--- src/rtl/bt656_pkg.sv ---
package bt656_pkg;
  localparam logic [7:0] BLANK_CB = 8'h80;
  localparam logic [7:0] BLANK_Y  = 8'h10;

  typedef struct packed {
    logic f;
    logic v;
  } fv_t;

  // Timing reference byte: marker, F, V, H, then four protection bits.
  function automatic logic [7:0] trs_word(input logic f, input logic v, input logic h);
    return {1'b1, f, v, h, v ^ h, f ^ h, f ^ v, f ^ v ^ h};
  endfunction
endpackage

--- src/rtl/bt656_crop_reg.sv ---
module bt656_crop_reg #(
  parameter int HCW       = 10,
  parameter int RST_START = 16
) (
  input  logic           clk,
  input  logic           rst,
  input  logic           wr_en,
  input  logic           wr_sel,
  input  logic [HCW-3:0] wr_data,
  output logic [HCW-1:0] start_o
);
  localparam int UW = HCW - 2;
  localparam logic [HCW-1:0] RST_VAL = HCW'(RST_START);

  logic [UW-1:0]  upper_stage;
  logic [HCW-1:0] start_q;

  always_ff @(posedge clk) begin
    if (rst) begin
      upper_stage <= RST_VAL[HCW-1:2];
      start_q     <= RST_VAL;
    end else if (wr_en) begin
      if (!wr_sel) upper_stage <= wr_data;
      else         start_q     <= {upper_stage, wr_data[1:0]};
    end
  end

  assign start_o = start_q;

  AST_UPPER_ONLY: assert property (@(posedge clk) disable iff (rst)
    (wr_en && !wr_sel) |=> $stable(start_q));
  AST_LOWER_APPLY: assert property (@(posedge clk) disable iff (rst)
    (wr_en && wr_sel) |=> (start_q[1:0] == $past(wr_data[1:0])));
endmodule

--- src/rtl/bt656_fv_hold.sv ---
module bt656_fv_hold
  import bt656_pkg::*;
#(
  parameter int HCW     = 10,
  parameter int EAV_POS = 48
) (
  input  logic           clk,
  input  logic           rst,
  input  logic [HCW-1:0] h_cnt,
  input  logic           field_in,
  input  logic           vblank_in,
  output fv_t            fv_o
);
  localparam logic [HCW-1:0] CAPTURE_AT = HCW'(EAV_POS);

  fv_t fv_q;

  always_ff @(posedge clk) begin
    if (rst)                      fv_q <= '0;
    else if (h_cnt == CAPTURE_AT) fv_q <= '{f: field_in, v: vblank_in};
  end

  assign fv_o = fv_q;

  AST_FV_HOLD: assert property (@(posedge clk) disable iff (rst)
    (h_cnt != CAPTURE_AT) |=> $stable(fv_q));
endmodule

--- src/rtl/bt656_byte_mux.sv ---
module bt656_byte_mux
  import bt656_pkg::*;
#(
  parameter int HCW     = 10,
  parameter int ACT_BEG = 16,
  parameter int ACT_END = 48
) (
  input  logic           clk,
  input  logic           rst,
  input  logic [HCW-1:0] h_cnt,
  input  logic [7:0]     pix_in,
  input  fv_t            fv,
  output logic [7:0]     dout
);
  localparam logic [HCW-1:0] SAV0 = HCW'(ACT_BEG - 4);
  localparam logic [HCW-1:0] SAV3 = HCW'(ACT_BEG - 1);
  localparam logic [HCW-1:0] EAV0 = HCW'(ACT_END);
  localparam logic [HCW-1:0] EAV3 = HCW'(ACT_END + 3);
  localparam logic [HCW-1:0] WBEG = HCW'(ACT_BEG);
  localparam logic [HCW-1:0] WEND = HCW'(ACT_END);

  logic [7:0] next_byte;

  always_comb begin
    if (h_cnt == SAV0 || h_cnt == EAV0)
      next_byte = 8'hFF;
    else if (h_cnt == SAV0 + 1 || h_cnt == SAV0 + 2 ||
             h_cnt == EAV0 + 1 || h_cnt == EAV0 + 2)
      next_byte = 8'h00;
    else if (h_cnt == SAV3)
      next_byte = trs_word(fv.f, fv.v, 1'b0);
    else if (h_cnt == EAV3)
      next_byte = trs_word(fv.f, fv.v, 1'b1);
    else if (h_cnt >= WBEG && h_cnt < WEND && !fv.v)
      next_byte = pix_in;
    else
      next_byte = h_cnt[0] ? BLANK_Y : BLANK_CB;
  end

  always_ff @(posedge clk) begin
    if (rst) dout <= BLANK_Y;
    else     dout <= next_byte;
  end

  AST_SAV_MARK: assert property (@(posedge clk) disable iff (rst)
    (h_cnt == SAV3) |=> (dout[7] && !dout[4]));
  AST_EAV_MARK: assert property (@(posedge clk) disable iff (rst)
    (h_cnt == EAV3) |=> (dout[7] && dout[4]));
  AST_PREAMBLE: assert property (@(posedge clk) disable iff (rst)
    (h_cnt == SAV0 || h_cnt == EAV0) |=> (dout == 8'hFF));
endmodule

--- src/rtl/bt656_sync_inserter.sv ---
module bt656_sync_inserter
  import bt656_pkg::*;
#(
  parameter int HCW     = 10,
  parameter int ACT_BEG = 16,
  parameter int ACT_END = 48
) (
  input  logic           clk,
  input  logic           rst,
  input  logic [7:0]     pix_in,
  input  logic [HCW-1:0] h_cnt,
  input  logic           field_in,
  input  logic           vblank_in,
  input  logic           crop_we,
  input  logic           crop_sel,
  input  logic [HCW-3:0] crop_data,
  output logic [7:0]     dout,
  output logic           avid
);
  localparam logic [HCW-1:0] WEND = HCW'(ACT_END);

  fv_t            fv;
  logic [HCW-1:0] crop_start;

  bt656_crop_reg #(.HCW(HCW), .RST_START(ACT_BEG)) u_crop (
    .clk(clk), .rst(rst), .wr_en(crop_we), .wr_sel(crop_sel),
    .wr_data(crop_data), .start_o(crop_start)
  );

  bt656_fv_hold #(.HCW(HCW), .EAV_POS(ACT_END)) u_fv (
    .clk(clk), .rst(rst), .h_cnt(h_cnt), .field_in(field_in),
    .vblank_in(vblank_in), .fv_o(fv)
  );

  bt656_byte_mux #(.HCW(HCW), .ACT_BEG(ACT_BEG), .ACT_END(ACT_END)) u_mux (
    .clk(clk), .rst(rst), .h_cnt(h_cnt), .pix_in(pix_in), .fv(fv), .dout(dout)
  );

  always_ff @(posedge clk) begin
    if (rst) avid <= 1'b0;
    else     avid <= (h_cnt >= crop_start) && (h_cnt < WEND);
  end

  AST_AVID_OFF: assert property (@(posedge clk) disable iff (rst)
    (h_cnt >= WEND) |=> !avid);
  AST_AVID_BEFORE: assert property (@(posedge clk) disable iff (rst)
    (h_cnt < crop_start) |=> !avid);
endmodule

--- config.mk ---
export PLATFORM = sky130hd
export DESIGN_NAME = bt656_sync_inserter
export DESIGN_NICKNAME = d
export VERILOG_FILES = /design/src/rtl/bt656_pkg.sv /design/src/rtl/bt656_crop_reg.sv /design/src/rtl/bt656_fv_hold.sv /design/src/rtl/bt656_byte_mux.sv /design/src/rtl/bt656_sync_inserter.sv
export SDC_FILE = /design/constraint.sdc
export NUM_CORES = 1
export LEC_CHECK = 0
export CAP_MARGIN = 20
export CORE_MARGIN = 5
export CORE_UTILIZATION = 49
export DETAILED_ROUTE_END_ITERATION = 10
export DONT_BUFFER_PORTS = 1
export PLACE_DENSITY = 0.76
export SETUP_SLACK_MARGIN = 0.3
export SYNTH_ARGS = -nofsm -noshare
export SYNTH_HDL_FRONTEND = slang
export SYNTH_SLANG_ARGS = --single-unit
--- constraint.sdc ---
create_clock -name clk -period 1.99 [get_ports clk]
set_clock_uncertainty 0.2 [all_clocks]
set_input_delay 0.398 -clock clk [delete_from_list [all_inputs] [get_ports clk]]
set_output_delay 0.398 -clock clk [all_outputs]
set_load 0.01 [all_outputs]
# --- After elaboration in Yosys (flattened, before gate mapping) ---
# Index checks and enable logic that the tools add are counted.
# Widths: inputs -> output; s select.
classes:
  magnitude_cmp: 3
  n_eq_ne: 8
  mux: 6
  n_bitwise: 5
  reduce_logical: 11
ops:
  columns: ["cell", "count"]
  rows:
  - ["$mux 8", 6]
  - ["$eq 10x4->1 const B", 4]
  - ["$eq 10x6->1 const B", 4]
  - ["$ge 10x10->1", 1]
  - ["$ge 10x5->1 const B", 1]
  - ["$lt 10x6->1 const B", 1]
  - ["$logic_or 1x1->1", 4]
  - ["$not 1->1", 4]
  - ["$reduce_and 2->1", 2]
  - ["$logic_and 1x1->1", 3]
  - ["$reduce_or 2->1", 1]
  - ["$logic_not 1->1", 1]
  - ["$xor 1x1->1", 1]
word_totals:
  ff_bits: 29
  in_bits: 32
  output_inout_bits: 9
  wordCells: 40

# --- Depth between registers and ports, before layout ---
depth:
  depth_word: 8
  depth_mapped: 8
  depth_no_buf: 7

# --- Hierarchy ---
# A second synthesis with hierarchy kept.
unflattened:
  cells_unflattened: 182
  area_unflattened_um2: 1729.2
modules_own_cells:
  columns: ["mod", "n_inst", "cells_per_inst", "area_per_inst_um2", "seq_area_each_um2"]
  rows:
  - ["bt656_crop_reg", 1, 69, 733.2, 360.3]
  - ["bt656_byte_mux", 1, 65, 576.8, 160.2]
  - ["bt656_sync_inserter", 1, 37, 290.3, 20.0]
  - ["bt656_fv_hold", 1, 11, 128.9, 40.0]

# --- Least setup slack after synthesis ---
# Ideal clock, no wire load.
synth_path:
  path_type: "input to register"
  from: "input port h_cnt[9]"
  to: "register u_mux.dout[5]"
  setup_time_ps: 67
  t_arrival_ps: 1624
  required_time_ps: 1723
  setup_slack_ps: 98
  path_stages: 5
  path_buffers: 0
  cell_sequence: "or4_4 > nor3_4 > a22o_2 > o221ai_2 > a21oi_2"
synth_between:
  elab_chain_len: 8
  word_cells_on_any_way: 21
  cone_classes: "order compare (2); eq/ne (8); mux (5); reduce/logical (6)"
synth_lines:
  columns: ["item", "line", "source"]
  rows:
  - ["start: declaration", "bt656_sync_inserter.sv:11", "input logic [HCW-1:0] h_cnt,"]
  - ["$ge 10x5->1 / $lt 10x6->1 (equally long branches)", "bt656_byte_mux.sv:34", "else if (h_cnt >= WBEG && h_cnt < WEND && !fv.v)"]
  - ["$logic_and 1x1->1 (2 in a row)", "bt656_byte_mux.sv:34", null]
  - ["$mux 8", "bt656_byte_mux.sv:34", null]
  - ["$mux 8", "bt656_byte_mux.sv:32", "else if (h_cnt == EAV3)"]
  - ["$mux 8", "bt656_byte_mux.sv:30", "else if (h_cnt == SAV3)"]
  - ["$mux 8", "bt656_byte_mux.sv:27", "else if (h_cnt == SAV0 + 1 || h_cnt == SAV0 + 2 ||"]
  - ["$mux 8 (*)", "bt656_byte_mux.sv:25", "if (h_cnt == SAV0 || h_cnt == EAV0)"]
  - ["end signal: assignment", "bt656_byte_mux.sv:42", "else dout <= next_byte;"]
  - ["end: declaration", "bt656_byte_mux.sv:13", "output logic [7:0] dout"]
# Mark *: on every way between the ends. The rest lies on a longest branch, timed or not.
# A chain may end at the register's enable or synchronous reset.

# --- Worst setup path after layout ---
layout_path:
  from: "input port h_cnt[9]"
  to: "register u_mux.dout[4]"
layout_between:
  elab_chain_len: 7
  word_cells_on_any_way: 21
  cone_classes: "order compare (2); eq/ne (8); mux (4); reduce/logical (7)"
layout_lines:
  columns: ["item", "line"]
  rows:
  - ["$ge 10x5->1 / $lt 10x6->1 (equally long branches)", "bt656_byte_mux.sv:34"]
  - ["$logic_and 1x1->1 (2 in a row)", "bt656_byte_mux.sv:34"]
  - ["$mux 8", "bt656_byte_mux.sv:34"]
  - ["$mux 8", "bt656_byte_mux.sv:32"]
  - ["$mux 8", "bt656_byte_mux.sv:30"]
  - ["$mux 8", "bt656_byte_mux.sv:27"]
# Parallel ways exist; a longest one is shown, timed or not.

==> results.md <==
- Final hold slack: between 6 and 7 ps
- Wirelength, routed: about 3.8 mm
- Sequential share of power: slightly below 50%
- Detailed Route Iter0 Violations: 98
- Core area: just over 3000 um^2
- # IOs: 41
- Syn nets: 241
- Setup tns final: 0 ps
- CP Data Arrival Time: approximately 1600 ps
- Routed Antenna Nets: 0
- Kind of critical path: in2reg
- Clock power frac: 41.5%
- Die area: about 4500 um^2
- H-tree depth: 2
- VDD IR max: a little over 0.4 mV
- Setup Fix Bufs, Post-CTS: 0
- P_int: ~0.96 mW
- Type of the worst min-delay path: in2reg
- DIE HEIGHT: approximately 67 um
- Fraction of layout cells with a size suffix above 1: around 14%
- Post-DP HPWL: between 2 and 3 mm
- Cell area after layout: 1860 um^2
- Worst path max stage delay: about 560 ps
- Grt ovf: 0
- Final total power: about 1.3 mW
- GR Util All Layers: 19.1%
- CTS Buf Count: 5
- WL per Instance: 14.7 um
- CTS sink cnt: 29
- Detail-routed via count per cell: roughly 5.6
- Root buf cell: clkbuf_4
- Row cnt: 20
- Initial antenna violation count: 0
- Static Leak: approximately 0.7 nW
- Inserted Diodes: 0
- Largest net degree at the start of global routing: 23
- PortBufs: 0
- Vias in the first global route: approximately 1,400
- Clk pin slew, worst setup/hold paths: 100 ps
- Via count: between 1,000 and 1,500
- CTS tree: done
- Initial Util: between 50% and 60%
- Tightest Pin Transition: between 800 and 900 ps
- NumNets Final: between 200 and 300
- Fill count: 284
- Startpoint Class: input pin
- GPL Wtd Cong: about 0.93
- Combinational power share: between 10% and 20%
- # DRC: 0
- Synth warn: 0
- Pre-Repair DR Iteration Count: 4
- Unrepaired setup endpoints after global routing: no
- Family with the most delay on the worst path: simple AND/OR/NAND/NOR gates
- Fmax: about 630 MHz
- CP Cell Sequence: or4_4, nor3_4, nor2_1, o31ai_1
- Seq/Total Area, Yosys: 36.8%
- Slew margin rel.: 45.3%
- Fin. Hold Viols: 0
- Layout area overhead: 17.9%
- Die Width: approximately 67 um
- Clk buf depth: 2
- Final Max Slew Viols: 0
- First-pass GRT wire length: 6.47 mm
- MaxCap Viol Count: 0
- Psw: 0.299 mW
- Switching part of the total: a little under a quarter
- Worst Path Required: ~2000 ps
- DP Area: roughly 1700 um^2
- Unique masters post-synth: 46
- Outcome: completed
- Crit path capture type: flop
- Synthesis-stage register bit count: 29
- P per Cell Area: 674 nW/um^2
- Post-synth EDFFs: 0
- Final Critical Period: 1590 ps
- Worst path slowest cell: or4_4
- Setup violators final: 0
- Final period util: roughly 80%
- Crit-path max FO: 6
- Async set-or-reset flop fraction in the synthesized netlist: 0%
- Number of buffer and inverter stages on the critical path: 0
- Syn Std Cell Area: ~1600 um^2
- Ys flop type: dfxtp_1
- Syn avg cell area: 7.93 um^2
- Synth Instances: between 150 and 200
- Worst-Skew Late Latency: approximately 330 ps
==> power by group through the flow <==
stage	clock network, mW	registers, mW	logic (mW)
finish	0.520	0.607	0.127
global route	0.551	0.609	0.145
CTS	0.529	0.607	0.124
detailed placement	0	0.620	0.103
global placement	0	0.620	0.0998
floorplan	0	0.618	0.0923
==> flip-flops by register name (all words and copies together), names as in the netlist <==
signal              cells
u_crop.start_o         10
u_crop.upper_stage      8
u_mux.dout              8
u_fv.fv_o               2
avid                    1
==> path summary, 6_finish.rpt <==
path,start,end,slack [ps],cells after the start
worst max-delay path,h_cnt[9],u_mux.dout[4]$_SDFF_PP1_,400,4
worst min-delay path,vblank_in,u_fv.fv_o[0]$_SDFFE_PP0P_,7,2
worst max register to register,u_crop.start_o[3]$_SDFFE_PP0P_,avid$_SDFF_PP0_,420,7
worst min register to register,u_crop.start_o[8]$_SDFFE_PP0P_,u_crop.start_o[8]$_SDFFE_PP0P_,260,2
==> per-layer routing <==
layer,up-vias,GRT usage [%],wire length (um)
li1,727,-,-
met1,653,23.6,1680
met2,68,29.3,1660
met3,13,6.58,383
met4,0,9.14,104
met5,-,0,0
==> area by class of cell <==
cell class                      count  area [um^2]  area share [%]
Sequential cell                    29          582            31.3
Tap cell                           44         55.1            2.96
Timing Repair Buffer               17          155            8.34
Clock buffer                        6         51.3            2.76
Clock inverter                      2         37.5            2.02
Multi-Input combinational cell    151          938            50.4
Inverter                           11         41.3            2.22
==> metrics by stage <==
step / setup WS [ps] / utilization (%) / instances
2_1_floorplan: 100 / - / 199
3_3_place_gp: 81.3 / 53.7 / 242
3_5_place_dp: 26.3 / 53.7 / 242
4_1_cts: 315 / 59.9 / 260
5_1_grt: 335 / 60.4 / 260
6_report: 399 / 60.4 / 260
==> Yosys cell counts (2+ instances only) <==
master      n  area (um^2)
ha_1       10          125
xnor2_1     2         17.5
o2111ai_1   2         17.5
nand2_1    49          184
nand3_1     2         10.0
o21ai_0     3         15.0
clkbuf_1    5         18.8
nor3_2      2         20.0
nand2b_1    3         18.8
nand3b_1    2         15.0
a21oi_1    25          125
nor4_1      2         12.5
a211oi_1    2         15.0
and2_1      2         12.5
o21a_1      2         15.0
nand4bb_1   2         22.5
nor2_1     15         56.3
inv_1      11         41.3
a22oi_1     2         15.0
nor2b_1     2         12.5
dfxtp_1    29          581
==> cells by family (layout without fill, tap and decap cells) <==
logic type                 Yosys count  after routing  synth area share (%)
and+or+nand+nor                     84             84                  25.1
buffers and inverters               19             36                  5.07
adders and majority gates           10             10                  7.93
DFF                                 29             29                  36.8
AOI/OAI and AO/OA                   53             53                  22.8
muxes                                1              1                 0.634
xor gates and xnor gates             3              3                  1.67
==> cells in the final DEF, fill, tap and decap left out, types with 2 or more instances in the layout <==
master / synthesis / routed
nor2_1: 15 / 15
o21ai_0: 3 / 2
xnor2_1: 2 / 2
o21a_1: 2 / 2
nand2b_1: 3 / 3
nand4bb_1: 2 / 2
o21ai_1: 1 / 2
a211oi_1: 2 / 2
nand3b_1: 2 / 2
nand3_1: 2 / 2
and2_1: 2 / 2
a21oi_1: 25 / 25
buf_4: 0 / 7
dfxtp_1: 29 / 28
nand2_1: 49 / 49
nor3_2: 2 / 2
clkbuf_4: 0 / 5
dlygate4sd3_1: 0 / 9
inv_1: 11 / 10
ha_1: 10 / 9
a22oi_1: 2 / 2
o2111ai_1: 2 / 2
==> what timing repair did <==
item                                    in CTS  in global routing
resized for setup                            1                  5
endpoints found under the setup margin       1                 12
pin swaps                                    0                  1
hold buffers                                10                  0
endpoints found under the hold margin       25                  0
(Power assumes the default switching activity.)
